<file path="config.mk">
export PLATFORM = sky130hd
export DESIGN_NAME = intc_level_resolver
export DESIGN_NICKNAME = d
export VERILOG_FILES = /design/src/rtl/intc_pkg.sv /design/src/rtl/intc_regs.sv /design/src/rtl/intc_remap.sv /design/src/rtl/intc_arbiter.sv /design/src/rtl/intc_level_resolver.sv
export SDC_FILE = /design/constraint.sdc
export NUM_CORES = 1
export LEC_CHECK = 0
export BUFFER_PORTS_ARGS = -buffer_cell sky130_fd_sc_hd__buf_2
export CELL_PAD_IN_SITES_DETAIL_PLACEMENT = 1
export CELL_PAD_IN_SITES_GLOBAL_PLACEMENT = 1
export CORE_MARGIN = 2
export CORE_UTILIZATION = 40
export CTS_BUF_LIST = sky130_fd_sc_hd__clkbuf_8
export CTS_CLUSTER_DIAMETER = 60
export DETAILED_ROUTE_END_ITERATION = 8
export GPL_TIMING_DRIVEN = 0
export PLACE_DENSITY = 0.81
export SYNTH_ARGS = -nofsm -noshare
export SYNTH_HDL_FRONTEND = slang
export SYNTH_SLANG_ARGS = --single-unit
</file>
<file path="constraint.sdc">
create_clock -name clk -period 3.7 [get_ports clk]
set_input_delay 0.185 -clock clk [delete_from_list [all_inputs] [get_ports clk]]
set_output_delay 0.185 -clock clk [all_outputs]
set_load 0.01 [all_outputs]
</file>
<file path="src/rtl/intc_pkg.sv">
// Shared constants and types for the interrupt level resolver.
// Assumes seven interrupt levels, with level 6 as the promotion target.
package intc_pkg;
    localparam int NUM_LVL   = 7;
    localparam int PROMO_LVL = 6;

    typedef logic [2:0] lvl_t;

    typedef enum logic [1:0] {
        ADDR_SLOT_HI = 2'd0,
        ADDR_SLOT_LO = 2'd1,
        ADDR_FORCE   = 2'd2,
        ADDR_NONE    = 2'd3
    } reg_addr_e;
endpackage

</file>
<file path="src/rtl/intc_regs.sv">
// Software register file: two promotion slots and the per-level force bits.
// Assumes DATA_W >= NUM_LVL + 1 and DATA_W >= IDX_W. The read path is combinational.
module intc_regs
    import intc_pkg::*;
#(
    parameter int IDX_W  = 5,
    parameter int DATA_W = 8
) (
    input  logic               clk,
    input  logic               rst_n,
    input  logic               wr,
    input  logic [1:0]         addr,
    input  logic [DATA_W-1:0]  wdata,
    output logic [DATA_W-1:0]  rdata,
    output logic [IDX_W-1:0]   slot_hi,
    output logic [IDX_W-1:0]   slot_lo,
    output logic [NUM_LVL-1:0] force_lvl
);
    logic unused_wbits;
    assign unused_wbits = ^wdata;

    // Store writes; the reserved top force bit is never kept.
    always_ff @(posedge clk) begin
        if (!rst_n) begin
            slot_hi   <= '0;
            slot_lo   <= '0;
            force_lvl <= '0;
        end else if (wr) begin
            case (reg_addr_e'(addr))
                ADDR_SLOT_HI: slot_hi   <= wdata[IDX_W-1:0];
                ADDR_SLOT_LO: slot_lo   <= wdata[IDX_W-1:0];
                ADDR_FORCE:   force_lvl <= wdata[NUM_LVL-1:0];
                default:      ;
            endcase
        end
    end

    // Return the addressed register, zero-extended.
    always_comb begin
        case (reg_addr_e'(addr))
            ADDR_SLOT_HI: rdata = DATA_W'(slot_hi);
            ADDR_SLOT_LO: rdata = DATA_W'(slot_lo);
            ADDR_FORCE:   rdata = DATA_W'(force_lvl);
            default:      rdata = '0;
        endcase
    end
endmodule

</file>
<file path="src/rtl/intc_remap.sv">
// Promotion slot decode: decides which slot is live and masks promoted
// sources out of their native level. Assumes sources 1..PER_LVL are level 7.
module intc_remap #(
    parameter int NUM_SRC = 28,
    parameter int PER_LVL = 4,
    parameter int IDX_W   = 5
) (
    input  logic [NUM_SRC-1:0] req,
    input  logic [IDX_W-1:0]   slot_hi,
    input  logic [IDX_W-1:0]   slot_lo,
    output logic [NUM_SRC-1:0] eff_req,
    output logic               hi_hit,
    output logic               lo_hit
);
    localparam int WIDE = 2 ** IDX_W;

    logic            hi_ok;
    logic            lo_ok;
    logic [WIDE-1:0] req_wide;

    // A slot is live only for a maskable source that exists; the upper slot wins a tie.
    always_comb begin
        hi_ok = (int'(slot_hi) > PER_LVL) && (int'(slot_hi) <= NUM_SRC);
        lo_ok = (int'(slot_lo) > PER_LVL) && (int'(slot_lo) <= NUM_SRC)
                && !(hi_ok && (slot_lo == slot_hi));
    end

    // Bit s of the wide vector is source s; bit 0 stays empty.
    always_comb begin
        req_wide              = '0;
        req_wide[NUM_SRC:1]   = req;
        hi_hit                = hi_ok && req_wide[slot_hi];
        lo_hit                = lo_ok && req_wide[slot_lo];
    end

    for (genvar i = 0; i < NUM_SRC; i++) begin : g_mask
        // Remove a promoted source from its native level.
        assign eff_req[i] = req[i]
                            && !(hi_ok && (int'(slot_hi) == i + 1))
                            && !(lo_ok && (int'(slot_lo) == i + 1));
    end
endmodule

</file>
<file path="src/rtl/intc_arbiter.sv">
// Priority resolution: per-level encoder, then a level scan that merges
// promoted and forced requests. Assumes sources are grouped PER_LVL per level,
// with level 7 first and the lowest number winning inside a level.
module intc_arbiter
    import intc_pkg::*;
#(
    parameter int NUM_SRC      = 28,
    parameter int PER_LVL      = 4,
    parameter int IDX_W        = 5,
    parameter int VEC_W        = 8,
    parameter int VEC_BASE     = 64,
    parameter int FRC_VEC_BASE = 56
) (
    input  logic [NUM_SRC-1:0] eff_req,
    input  logic [NUM_LVL-1:0] force_lvl,
    input  logic               hi_hit,
    input  logic               lo_hit,
    input  logic [IDX_W-1:0]   slot_hi,
    input  logic [IDX_W-1:0]   slot_lo,
    output lvl_t               win_lvl,
    output logic [VEC_W-1:0]   win_vec
);
    localparam int TOT = NUM_LVL * PER_LVL;

    logic [TOT-1:0]   pad;
    logic [NUM_LVL:1] nat_hit;
    logic [IDX_W-1:0] nat_src [NUM_LVL:1];

    assign pad = TOT'(eff_req);

    function automatic logic [VEC_W-1:0] src_vec(input logic [IDX_W-1:0] s);
        return VEC_W'(VEC_BASE + int'(s));
    endfunction

    for (genvar lv = 1; lv <= NUM_LVL; lv++) begin : g_lvl
        localparam int FIRST = (NUM_LVL - lv) * PER_LVL;
        logic             hit;
        logic [IDX_W-1:0] src;

        // Find the lowest-numbered pending source of this level.
        always_comb begin
            hit = 1'b0;
            src = '0;
            for (int k = PER_LVL - 1; k >= 0; k--) begin
                if (pad[FIRST + k]) begin
                    hit = 1'b1;
                    src = IDX_W'(FIRST + k + 1);
                end
            end
        end

        assign nat_hit[lv] = hit;
        assign nat_src[lv] = src;
    end

    // Scan levels upward so the highest pending level is the last one taken.
    always_comb begin
        win_lvl = '0;
        win_vec = '0;
        for (int lv = 1; lv <= NUM_LVL; lv++) begin
            if (lv == PROMO_LVL && (hi_hit || lo_hit)) begin
                win_lvl = lvl_t'(lv);
                win_vec = hi_hit ? src_vec(slot_hi) : src_vec(slot_lo);
            end else if (nat_hit[lv]) begin
                win_lvl = lvl_t'(lv);
                win_vec = src_vec(nat_src[lv]);
            end else if (force_lvl[lv-1]) begin
                win_lvl = lvl_t'(lv);
                win_vec = VEC_W'(FRC_VEC_BASE + lv);
            end
        end
    end
endmodule

</file>
<file path="src/rtl/intc_level_resolver.sv">
// Top of the interrupt level resolver: register file, promotion decode,
// arbitration and the output stage. Assumes NUM_SRC <= 7 * PER_LVL.
// The outputs are registered, so they lag the inputs by one clock.
module intc_level_resolver
    import intc_pkg::*;
#(
    parameter int NUM_SRC      = 28,
    parameter int PER_LVL      = 4,
    parameter int DATA_W       = 8,
    parameter int VEC_W        = 8,
    parameter int VEC_BASE     = 64,
    parameter int FRC_VEC_BASE = 56,
    localparam int IDX_W       = $clog2(NUM_SRC + 1)
) (
    input  logic               clk,
    input  logic               rst_n,
    input  logic [NUM_SRC-1:0] irq_req,
    input  logic               reg_wr,
    input  logic [1:0]         reg_addr,
    input  logic [DATA_W-1:0]  reg_wdata,
    output logic [DATA_W-1:0]  reg_rdata,
    output logic [2:0]         cpu_lvl,
    output logic [VEC_W-1:0]   cpu_vec
);
    logic [IDX_W-1:0]   slot_hi;
    logic [IDX_W-1:0]   slot_lo;
    logic [NUM_LVL-1:0] force_lvl;
    logic [NUM_SRC-1:0] eff_req;
    logic               hi_hit;
    logic               lo_hit;
    lvl_t               win_lvl;
    logic [VEC_W-1:0]   win_vec;

    intc_regs #(.IDX_W(IDX_W), .DATA_W(DATA_W)) u_regs (
        .clk(clk), .rst_n(rst_n), .wr(reg_wr), .addr(reg_addr),
        .wdata(reg_wdata), .rdata(reg_rdata),
        .slot_hi(slot_hi), .slot_lo(slot_lo), .force_lvl(force_lvl)
    );

    intc_remap #(.NUM_SRC(NUM_SRC), .PER_LVL(PER_LVL), .IDX_W(IDX_W)) u_remap (
        .req(irq_req), .slot_hi(slot_hi), .slot_lo(slot_lo),
        .eff_req(eff_req), .hi_hit(hi_hit), .lo_hit(lo_hit)
    );

    intc_arbiter #(
        .NUM_SRC(NUM_SRC), .PER_LVL(PER_LVL), .IDX_W(IDX_W), .VEC_W(VEC_W),
        .VEC_BASE(VEC_BASE), .FRC_VEC_BASE(FRC_VEC_BASE)
    ) u_arb (
        .eff_req(eff_req), .force_lvl(force_lvl), .hi_hit(hi_hit), .lo_hit(lo_hit),
        .slot_hi(slot_hi), .slot_lo(slot_lo), .win_lvl(win_lvl), .win_vec(win_vec)
    );

    // Register the winner toward the core.
    always_ff @(posedge clk) begin
        if (!rst_n) begin
            cpu_lvl <= '0;
            cpu_vec <= '0;
        end else begin
            cpu_lvl <= win_lvl;
            cpu_vec <= win_vec;
        end
    end
endmodule

</file>
==> metrics.cfg, run 1 <==
[logic_synthesis]
synth_enable_flop_cells = 0
ys_ff_latch = 27
post_synth_inst_count = 453
ys_seq_area_share_pct = 16.6
postSynthAreaPerCell_um2 = 7.20
synth-warning-count = 0
synth_async_sr_flop_share_pct = 0
synth_area_mm2 = 0.00326
netlist-cell-type-count = 73
synth_ff_type = dfxtp_1

[routing]
detail-route-antenna-nets = 0
detailroute.via_count = 3931
viasPerCell = 6.39
average_routed_wire_per_standard_cell_um = 21.4
route.final.wire_length_um = 13100
drt_first_iter_violations = 217
drc = 0
detail_route.first_pass.iterations = 5

[clock_tree]
h-tree-depth = 1
numClockSinks = 27
tritoncts = yes
number_of_buffers_created_by_cts = 3
ctsRootBufferMaster = clkbuf_8
clk_path_buf_depth = 2
clk_pin_slew_worst_paths_ns = 0.11
post-cts-setup-buffer-count = 0
clock_latency_ns = 0.29

[final_layout]
final_layout_size_suffix_gt1_share_pct = 20.5
diode_count = 0
area.growth.synth_to_final_pct = 14.2
num-nets-final = 555

[timing]
accumulated_negative_setup_slack_ns = 0
timing.slew.headroom_pct = 38.2
final_hold_viol_count = 0
hold_slack_ns = 0.147
period_utilisation_layout_pct = 93.0
unrepaired_setup_endpoints_after_global_routing = false
setup_viol_count_final = 0
setup_slack_ns = 0.260
worst_max_slew_pin_slew_ns = 0.925
min_period_ns = 3.44
achievable_frequency_mhz = 291
final_max_slew_viol_count = 0
timing.clock.skew_ns = 0.00708

[place]
hpwlAfterDp_um = 10400
pre_cts_ws_ns = 0.240
port_buffers = 55
place.gp.congestion = 0.937

[grt]
first_global_vias = 4034
antenna_found_initial = 0
wire_length_of_the_first_global_routing_pass_um = 20900
gr-total-overflow = 0
largest_net_degree_at_the_start_of_global_routing = 18
grt_util_all_layers_pct = 30.6

[worst_setup_path]
setup.worst_path.start_class = flip-flop
cp-end-kind = flip-flop
regToRegEndpoint = cpu_vec[0]
path_class = reg -> reg
cp_data_arrival_time_ns = 3.67
reg2reg_setup_slack_ns = 0.26
crit_path_cell_trace = buf_2 -> clkbuf_1 -> inv_1 -> o31ai_1 -> a41oi_1 -> a41o_1 -> a221oi_2 -> o2111ai_1 -> a311oi_2 -> o21ai_1 -> a21oi_1
r2r.worst_path.cells = 11
critical_path_peak_fanout = 10
worst_r2r_startpoint = u_regs.slot_hi[2]
crit_slowest_cell = clkbuf_1
worstPathRequired_ns = 3.93
max_stage_delay_ns = 0.53

[job]
cap_violations = 0

[pwr]
p_per_area_mw_per_mm2 = 208
power.static_leakage_nw = 1.32
design_power_total_w = 0.000776
largest_vdd_supply_drop_mv = 0.129

[floorplan]
die_w_um = 94.3
fp.dieH_um = 94.3
start_util_pct = 41.8
placeableCoreArea_mm2 = 0.00781
die_area_mm2 = 0.00889
rows = 32
io_pins = 60

[min_path]
worst_hold_path_type = in -> reg
whs_endpoint = u_regs.force_lvl[6]
timing.hold.worst_path_depth = 3
hold_path.startpoint = reg_wdata[6]

[outcome]
run_status = complete, no violations

## routing by layer
metal | track usage (%) | vias to the layer above | share of wire [%]
met3 | 5.38 | 34 | 6.2
met2 | 51.2 | 153 | 47
met1 | 38.1 | 1917 | 43
li1 | - | 1827 | -
met5 | 0 | - | 0
met4 | 13.6 | 0 | 3.8
## through the flow
step / utilization [%] / cells / cell area (um2)
floorplan: - / 454 / 3260
global placement: 47.0 / 611 / 3670
detailed placement: 47.0 / 611 / 3670
CTS: 47.6 / 615 / 3720
global route: 47.7 / 615 / 3720
finish: 47.7 / 615 / 3720
## layout make-up
class | count | area (um2)
sequential | 27 | 541
timing repair buffer | 55 | 275
fill | 1064 | 4080
clock inverter | 1 | 8.76
clock buffer | 3 | 41.3
multi-input combinational | 384 | 2510
inverter | 10 | 37.5
buffer | 33 | 185
tap | 102 | 128
## power by group
part	internal, W	leakage [nW]	total [W]	switching (W)
Sequential	0.000301	0.221	0.000309	0.00000791
Combinational	0.000105	1.07	0.000277	0.000172
Clock	0.0000796	0.0261	0.000190	0.000111
## logic make-up (layout without fill, tap and decap cells)
kind of cell / count (synthesis) / in the layout / share of synthesized area, %
XOR/XNOR: 5 / 5 / 1.34
other: 1 / 2 / 0.115
flip-flops: 27 / 27 / 16.6
buffers and inverters: 43 / 102 / 6.83
AND/OR/NAND/NOR: 184 / 184 / 29.7
AO/OA/AOI/OAI: 159 / 159 / 34.1
multiplexers: 34 / 34 / 11.4
## state kept, by name, summed over array words and instances, names as in the netlist
signal            count
u_regs.slot_hi        5
cpu_vec               7
u_regs.slot_lo        5
cpu_lvl               3
u_regs.force_lvl      7
## layout by cell type, fill, tap and decap left out, types with 4 or more instances in the layout
| cell | n |
|---|---|
| a2111oi_0 | 4 |
| a211oi_1 | 5 |
| a21boi_0 | 16 |
| a21o_1 | 4 |
| a21oi_1 | 16 |
| a31oi_1 | 13 |
| and2_1 | 7 |
| buf_2 | 65 |
| buf_6 | 5 |
| clkbuf_1 | 15 |
| dfxtp_1 | 27 |
| inv_1 | 10 |
| mux2_2 | 11 |
| mux2i_1 | 21 |
| nand2_1 | 49 |
| nand2b_1 | 13 |
| nand3_1 | 21 |
| nand3b_1 | 4 |
| nor2_1 | 26 |
| nor2b_1 | 19 |
| nor3_1 | 12 |
| o21a_1 | 5 |
| o21ai_0 | 33 |
| o21ai_1 | 5 |
| o22ai_1 | 6 |
| o31a_1 | 4 |
| o31ai_1 | 11 |
| or2_2 | 6 |
| or3_1 | 7 |
## repair_timing
action                     in CTS  in global routing
setup endpoints to repair       0                  1
hold endpoints to repair        0                  0
resized for setup               0                  1
hold buffers                    0                  0
## synth_stat cells (all sizes together) (3+ instances only)
library cell	instances	area, um2
a21boi	16	120
inv	10	37.5
nand3b	4	30.0
or2	6	37.5
o31ai	12	104
o2111ai	3	26.3
a22oi	3	22.5
xor2	3	26.3
nor2b	19	119
nor4	4	40.0
a2111oi	4	35.0
o22ai	6	37.5
a21oi	16	80.1
o221ai	3	26.3
nor3	12	60.1
o21ai	38	190
a31oi	13	81.3
nand2	50	190
a41oi	3	26.3
nor2	26	97.6
mux2i	22	224
dfxtp	27	541
o31a	4	35.0
a21o	4	30.0
nor3b	3	22.5
o21a	5	37.5
nand2b	13	81.3
buf	18	129
a221oi	3	32.5
and2	7	43.8
o211ai	3	22.5
clkbuf	15	56.3
a211oi	5	37.5
mux2	11	124
nand3	21	105
or3	8	55.1
## worst max-delay path by stage
stage                       from          to  slack [ns]  depth (start not counted)
2_1_floorplan  u_regs.slot_lo[4]  cpu_vec[2]        1.08                         11
3_3_place_gp   u_regs.slot_hi[0]  cpu_vec[1]        0.31                         11
3_5_place_dp   u_regs.slot_hi[0]  cpu_vec[1]        0.24                         11
4_1_cts        u_regs.slot_hi[0]  cpu_vec[1]        0.21                         11
5_1_grt        u_regs.slot_hi[0]  cpu_vec[1]        0.06                         11
6_report       u_regs.slot_hi[2]  cpu_vec[0]        0.26                         11
## critical path: cells and delay by family (launching register included)
family | cells | cell delay, ns
buffers and inverters | 3 | 1.08
AO/OA/AOI/OAI | 8 | 1.97
flip-flops | 1 | 0.32
No activity file was read; power rests on OpenSTA's default activity.
==> run 2, diff against run 1 <==
--- a/config.mk
+++ b/config.mk
@@ -15,6 +15,7 @@
 export DETAILED_ROUTE_END_ITERATION = 8
 export GPL_TIMING_DRIVEN = 0
 export PLACE_DENSITY = 0.81
+export SETUP_SLACK_MARGIN = 0.4
 export SYNTH_ARGS = -nofsm -noshare
 export SYNTH_HDL_FRONTEND = slang
 export SYNTH_SLANG_ARGS = --single-unit
==> metrics.cfg, run 2 (synthesis results as in run 1) <==
[worst_setup_path]
crit_path_cell_trace = xor2_1 -> or3_4 -> o31ai_4 -> o221ai_1 -> and2_1 -> o31ai_1 -> a21oi_1 -> o311a_1 -> a311oi_1
critical_path_peak_fanout = 8
worstPathBufferInverterCount = 0
cp-end-kind = flip-flop
path_class = reg -> reg
worst_r2r_startpoint = u_regs.slot_lo[0]
critical_path.top_delay_family = compound AO/OA/AOI/OAI gates
r2r.worst_path.cells = 9
setup.worst_path.start_class = flip-flop
max_stage_delay_ns = 0.50
cp_data_arrival_time_ns = 3.33
worstPathRequired_ns = 3.88
reg2reg_setup_slack_ns = 0.56
crit_slowest_cell = dfxtp_1
regToRegEndpoint = cpu_vec[2]

[timing]
unrepaired_setup_endpoints_after_global_routing = true
worst_max_slew_pin_slew_ns = 0.910
accumulated_negative_setup_slack_ns = 0
setup_viol_count_final = 0
final_max_slew_viol_count = 0
timing.slew.headroom_pct = 39.2
min_period_ns = 3.14
period_utilisation_layout_pct = 85.0
final_hold_viol_count = 0
timing.clock.skew_ns = 0.00746
achievable_frequency_mhz = 318

[grt]
largest_net_degree_at_the_start_of_global_routing = 18
first_global_vias = 4038
antenna_found_initial = 0
gr-total-overflow = 0
wire_length_of_the_first_global_routing_pass_um = 21000
grt_util_all_layers_pct = 30.6

[clock_tree]
clock_latency_ns = 0.29
ctsRootBufferMaster = clkbuf_8
number_of_buffers_created_by_cts = 3
clk_path_buf_depth = 2
numClockSinks = 27
cts_hold_buffers = 0
clk_pin_slew_worst_paths_ns = 0.11
h-tree-depth = 1
tritoncts = yes

[floorplan]
fp.dieH_um = 94.3
rows = 32
io_pins = 60
die_area_mm2 = 0.00889
start_util_pct = 41.8
placeableCoreArea_mm2 = 0.00781
die_w_um = 94.3

[final_layout]
diode_count = 0
num-nets-final = 557
post-route-util_pct = 48.3
layout.cells.most_common = buf_2
final_cell_mix = 64 x buf_2, 49 x nand2_1, 31 x o21ai_0, 27 x dfxtp_1, 26 x nor2_1
reg_top3 = cpu_vec (7), u_regs.force_lvl (7)
area.growth.synth_to_final_pct = 15.7
final_layout_size_suffix_gt1_share_pct = 22.3
final_area_mm2 = 0.00377

[min_path]
worst_hold_path_type = in -> reg
hold_path.startpoint = reg_wdata[6]
timing.hold.worst_path_depth = 3
whs_endpoint = u_regs.force_lvl[6]

[place]
port_buffers = 55
place.gp.congestion = 0.937
placed_cell_area_mm2 = 0.00367
hpwlAfterDp_um = 10400

[outcome]
run_status = complete, no violations

[routing]
average_routed_wire_per_standard_cell_um = 21.3
route.final.wire_length_um = 13200
drt_first_iter_violations = 244
drc = 0
detail_route.first_pass.iterations = 5
detailroute.via_count = 3979
detail-route-antenna-nets = 0
viasPerCell = 6.45

[job]
cap_violations = 0

[pwr]
design_power_total_w = 0.000781
largest_vdd_supply_drop_mv = 0.130
p_per_area_mw_per_mm2 = 207
power.static_leakage_nw = 1.34

## run 2: changes by cell type in the layout (fill, tap and decap cells not counted), sizes merged
cell / before / now
buf: 73 / 75
## run 2: tightest hold or removal path: stages
cell and delay (ns):
buf_2 0.09, nand3_1 0.05, a21boi_0 0.07
## run 2: metrics by stage
step | std cells | hold WS [ns] | setup WS [ns]
2_1_floorplan | 454 | 0.339 | 1.08
3_3_place_gp | 611 | 0.455 | 0.306
3_5_place_dp | 611 | 0.463 | 0.240
4_1_cts | 615 | 0.144 | 0.430
5_1_grt | 617 | 0.159 | 0.343
6_report | 617 | 0.143 | 0.555
## run 2: how the worst max path moves through the flow
stage | start | endpoint | slack, ns | cells after the start
5_1_grt | u_regs.slot_hi[0] | cpu_vec[1] | 0.34 | 11
3_3_place_gp | u_regs.slot_hi[0] | cpu_vec[1] | 0.31 | 11
4_1_cts | u_regs.slot_hi[1] | cpu_vec[1] | 0.43 | 11
6_report | u_regs.slot_lo[0] | cpu_vec[2] | 0.56 | 9
2_1_floorplan | u_regs.slot_lo[4] | cpu_vec[2] | 1.08 | 11
3_5_place_dp | u_regs.slot_hi[0] | cpu_vec[1] | 0.24 | 11
## run 2: layer usage
metal,wire (um),GRT usage [%],share of wire (%),vias up
li1,-,-,-,1838
met1,5550,38.2,42,1943
met2,6280,51.2,48,164
met3,838,5.38,6.4,34
met4,499,13.6,3.8,0
met5,0,0,0,-
## run 2: final cells by class
cell class,count,area [um2]
clock inverters,1,8.76
clock buffers,3,41.3
well taps,102,128
flip-flops and latches,27,541
repair buffers,57,290
multi-input cells,384,2530
inverters,10,37.5
fillers,1060,4040
plain buffers,33,191
## run 2: report_power, final
part / switching (W) / leakage (nW) / internal (W) / total [W]
sequential: 0.00000814 / 0.221 / 0.000301 / 0.000309
clock: 0.000112 / 0.0261 / 0.0000797 / 0.000192
combinational: 0.000174 / 1.09 / 0.000106 / 0.000281
total: 0.000294 / 1.34 / 0.000487 / 0.000781
## run 2: timing repair
item,CTS,global route
buffers inserted,0,2
pin swaps,1,2
setup endpoints to repair,2,10
resized for setup,3,11
==> run 3, diff against run 2 <==
==> constraint.sdc (replaced) <==
create_clock -name clk -period 3.05 [get_ports clk]
set_input_delay 0.1525 -clock clk [delete_from_list [all_inputs] [get_ports clk]]
set_output_delay 0.1525 -clock clk [all_outputs]
set_load 0.01 [all_outputs]
==> metrics.cfg, run 3 (synthesis results as in run 1) <==
[worst_setup_path]
worstPathRequired_ns = 3.28
crit_slowest_cell = or3_1
critical_path_peak_fanout = 10
max_stage_delay_ns = 0.39
cp-end-kind = flip-flop
crit_path_cell_trace = clkbuf_4 -> xnor2_1 -> nand2_2 -> or3_1 -> buf_6 -> buf_8 -> a41o_1 -> a221oi_2 -> o2111ai_2 -> a311oi_2 -> o21ai_1 -> a21oi_1
setup.worst_path.start_class = flip-flop
cp_data_arrival_time_ns = 3.22
critical_path.top_delay_family = compound AO/OA/AOI/OAI gates
worstPathBufferInverterCount = 3
path_class = reg -> reg

[clock_tree]
clock_latency_ns = 0.30
h-tree-depth = 1
tritoncts = yes
cts_hold_buffers = 0
clk_path_buf_depth = 2
clk_pin_slew_worst_paths_ns = 0.11
numClockSinks = 27
ctsRootBufferMaster = clkbuf_8
number_of_buffers_created_by_cts = 3

[pwr]
power.static_leakage_nw = 1.60
largest_vdd_supply_drop_mv = 0.224
p_per_area_mw_per_mm2 = 233

[timing]
setup_viol_count_final = 0
timing.slew.headroom_pct = 39.2
accumulated_negative_setup_slack_ns = 0
min_period_ns = 2.98
final_hold_viol_count = 0
final_max_slew_viol_count = 0
achievable_frequency_mhz = 335
period_utilisation_layout_pct = 97.8
worst_max_slew_pin_slew_ns = 0.911
unrepaired_setup_endpoints_after_global_routing = true
hold_slack_ns = 0.107
timing.clock.skew_ns = 0.00456

[place]
place_inst = 611
place.gp.congestion = 0.937
port_buffers = 55
hpwlAfterDp_um = 10400

[routing]
detail-route-antenna-nets = 0
detailroute.via_count = 4327
route.final.wire_length_um = 16000
detail_route.first_pass.iterations = 5
drc = 0
average_routed_wire_per_standard_cell_um = 24.6
viasPerCell = 6.65
drt_first_iter_violations = 440

[floorplan]
rows = 32
die_w_um = 94.3
placeableCoreArea_mm2 = 0.00781
die_area_mm2 = 0.00889
fp.dieH_um = 94.3
io_pins = 60
start_util_pct = 41.8

[grt]
first_global_vias = 4191
gr-total-overflow = 0
grt_util_all_layers_pct = 32.8
antenna_found_initial = 0
grtUsageMet1_pct = 40.4
largest_net_degree_at_the_start_of_global_routing = 18
use_met2_pct = 55.9
wire_length_of_the_first_global_routing_pass_um = 22400
globalRoute.busiestLayer = met2
grt_util_met3_pct = 6.58

[final_layout]
layout.cells.most_common = buf_2
final_cell_mix = 57 x buf_2, 43 x nand2_1, 40 x buf_4, 22 x nor2_1, 21 x o21ai_0
final_layout_size_suffix_gt1_share_pct = 39.0
area.growth.synth_to_final_pct = 38.9
reg_top3 = cpu_vec (7), u_regs.force_lvl (7)
num-nets-final = 591
post-route-util_pct = 58.0
diode_count = 0
layout.cells.non_filler = 651

[min_path]
worst_hold_path_type = in -> reg

[job]
cap_violations = 0

[outcome]
run_status = complete, no violations

[run 3: repair_timing]
action	CTS	global route
gates resized for setup	63	81
endpoints found under the setup margin	10	10
setup buffers	21	15
pin swaps	18	20
[run 3: path summary, 6_finish.rpt]
| check | to | from | slack, ns | cells past startpoint |
|---|---|---|---|---|
| max | cpu_vec[0] | u_regs.slot_lo[2] | 0.07 | 12 |
| min | u_regs.force_lvl[6] | reg_wdata[6] | 0.11 | 3 |
| max reg2reg | cpu_vec[0] | u_regs.slot_lo[2] | 0.07 | 12 |
| min reg2reg | u_regs.force_lvl[0] | u_regs.force_lvl[0] | 0.53 | 2 |
[run 3: stage by stage]
| stage | total power, W | setup slack [ns] | instance area (um2) |
|---|---|---|---|
| after floorplan | 0.000589 | 0.430 | 3260 |
| after global placement | 0.000703 | -0.344 | 3670 |
| after detailed placement | 0.000712 | -0.410 | 3670 |
| after CTS | 0.000984 | 0.155 | 4100 |
| after global routing | 0.00109 | 0.0105 | 4530 |
| final | 0.00105 | 0.0667 | 4530 |
[run 3: final cells by class]
cell class	instances	area, um2
fillers	998	3280
repair buffers	91	562
clock inverters	1	8.76
flip-flops and latches	27	562
well taps	102	128
inverters	10	41.3
plain buffers	33	256
clock buffers	3	41.3
multi-input cells	384	2930
[run 3: where the power goes]
part	total, W	internal, W	switching, W
Combinational	0.000445	0.000178	0.000267
Sequential	0.000372	0.000363	0.00000990
Clock	0.000236	0.0000968	0.000140
Total	0.00105	0.000637	0.000417
[run 3: worst min-delay path: stages]
cell	delay, ns
buf_2	0.09
nand3_1	0.05
a21boi_0	0.07
[run 3: per-layer routing]
metal / part of all wire (%) / wire length (um)
met1: 40 / 6360
met2: 49 / 7820
met3: 6.6 / 1060
met4: 4.7 / 750
met5: 0 / 0
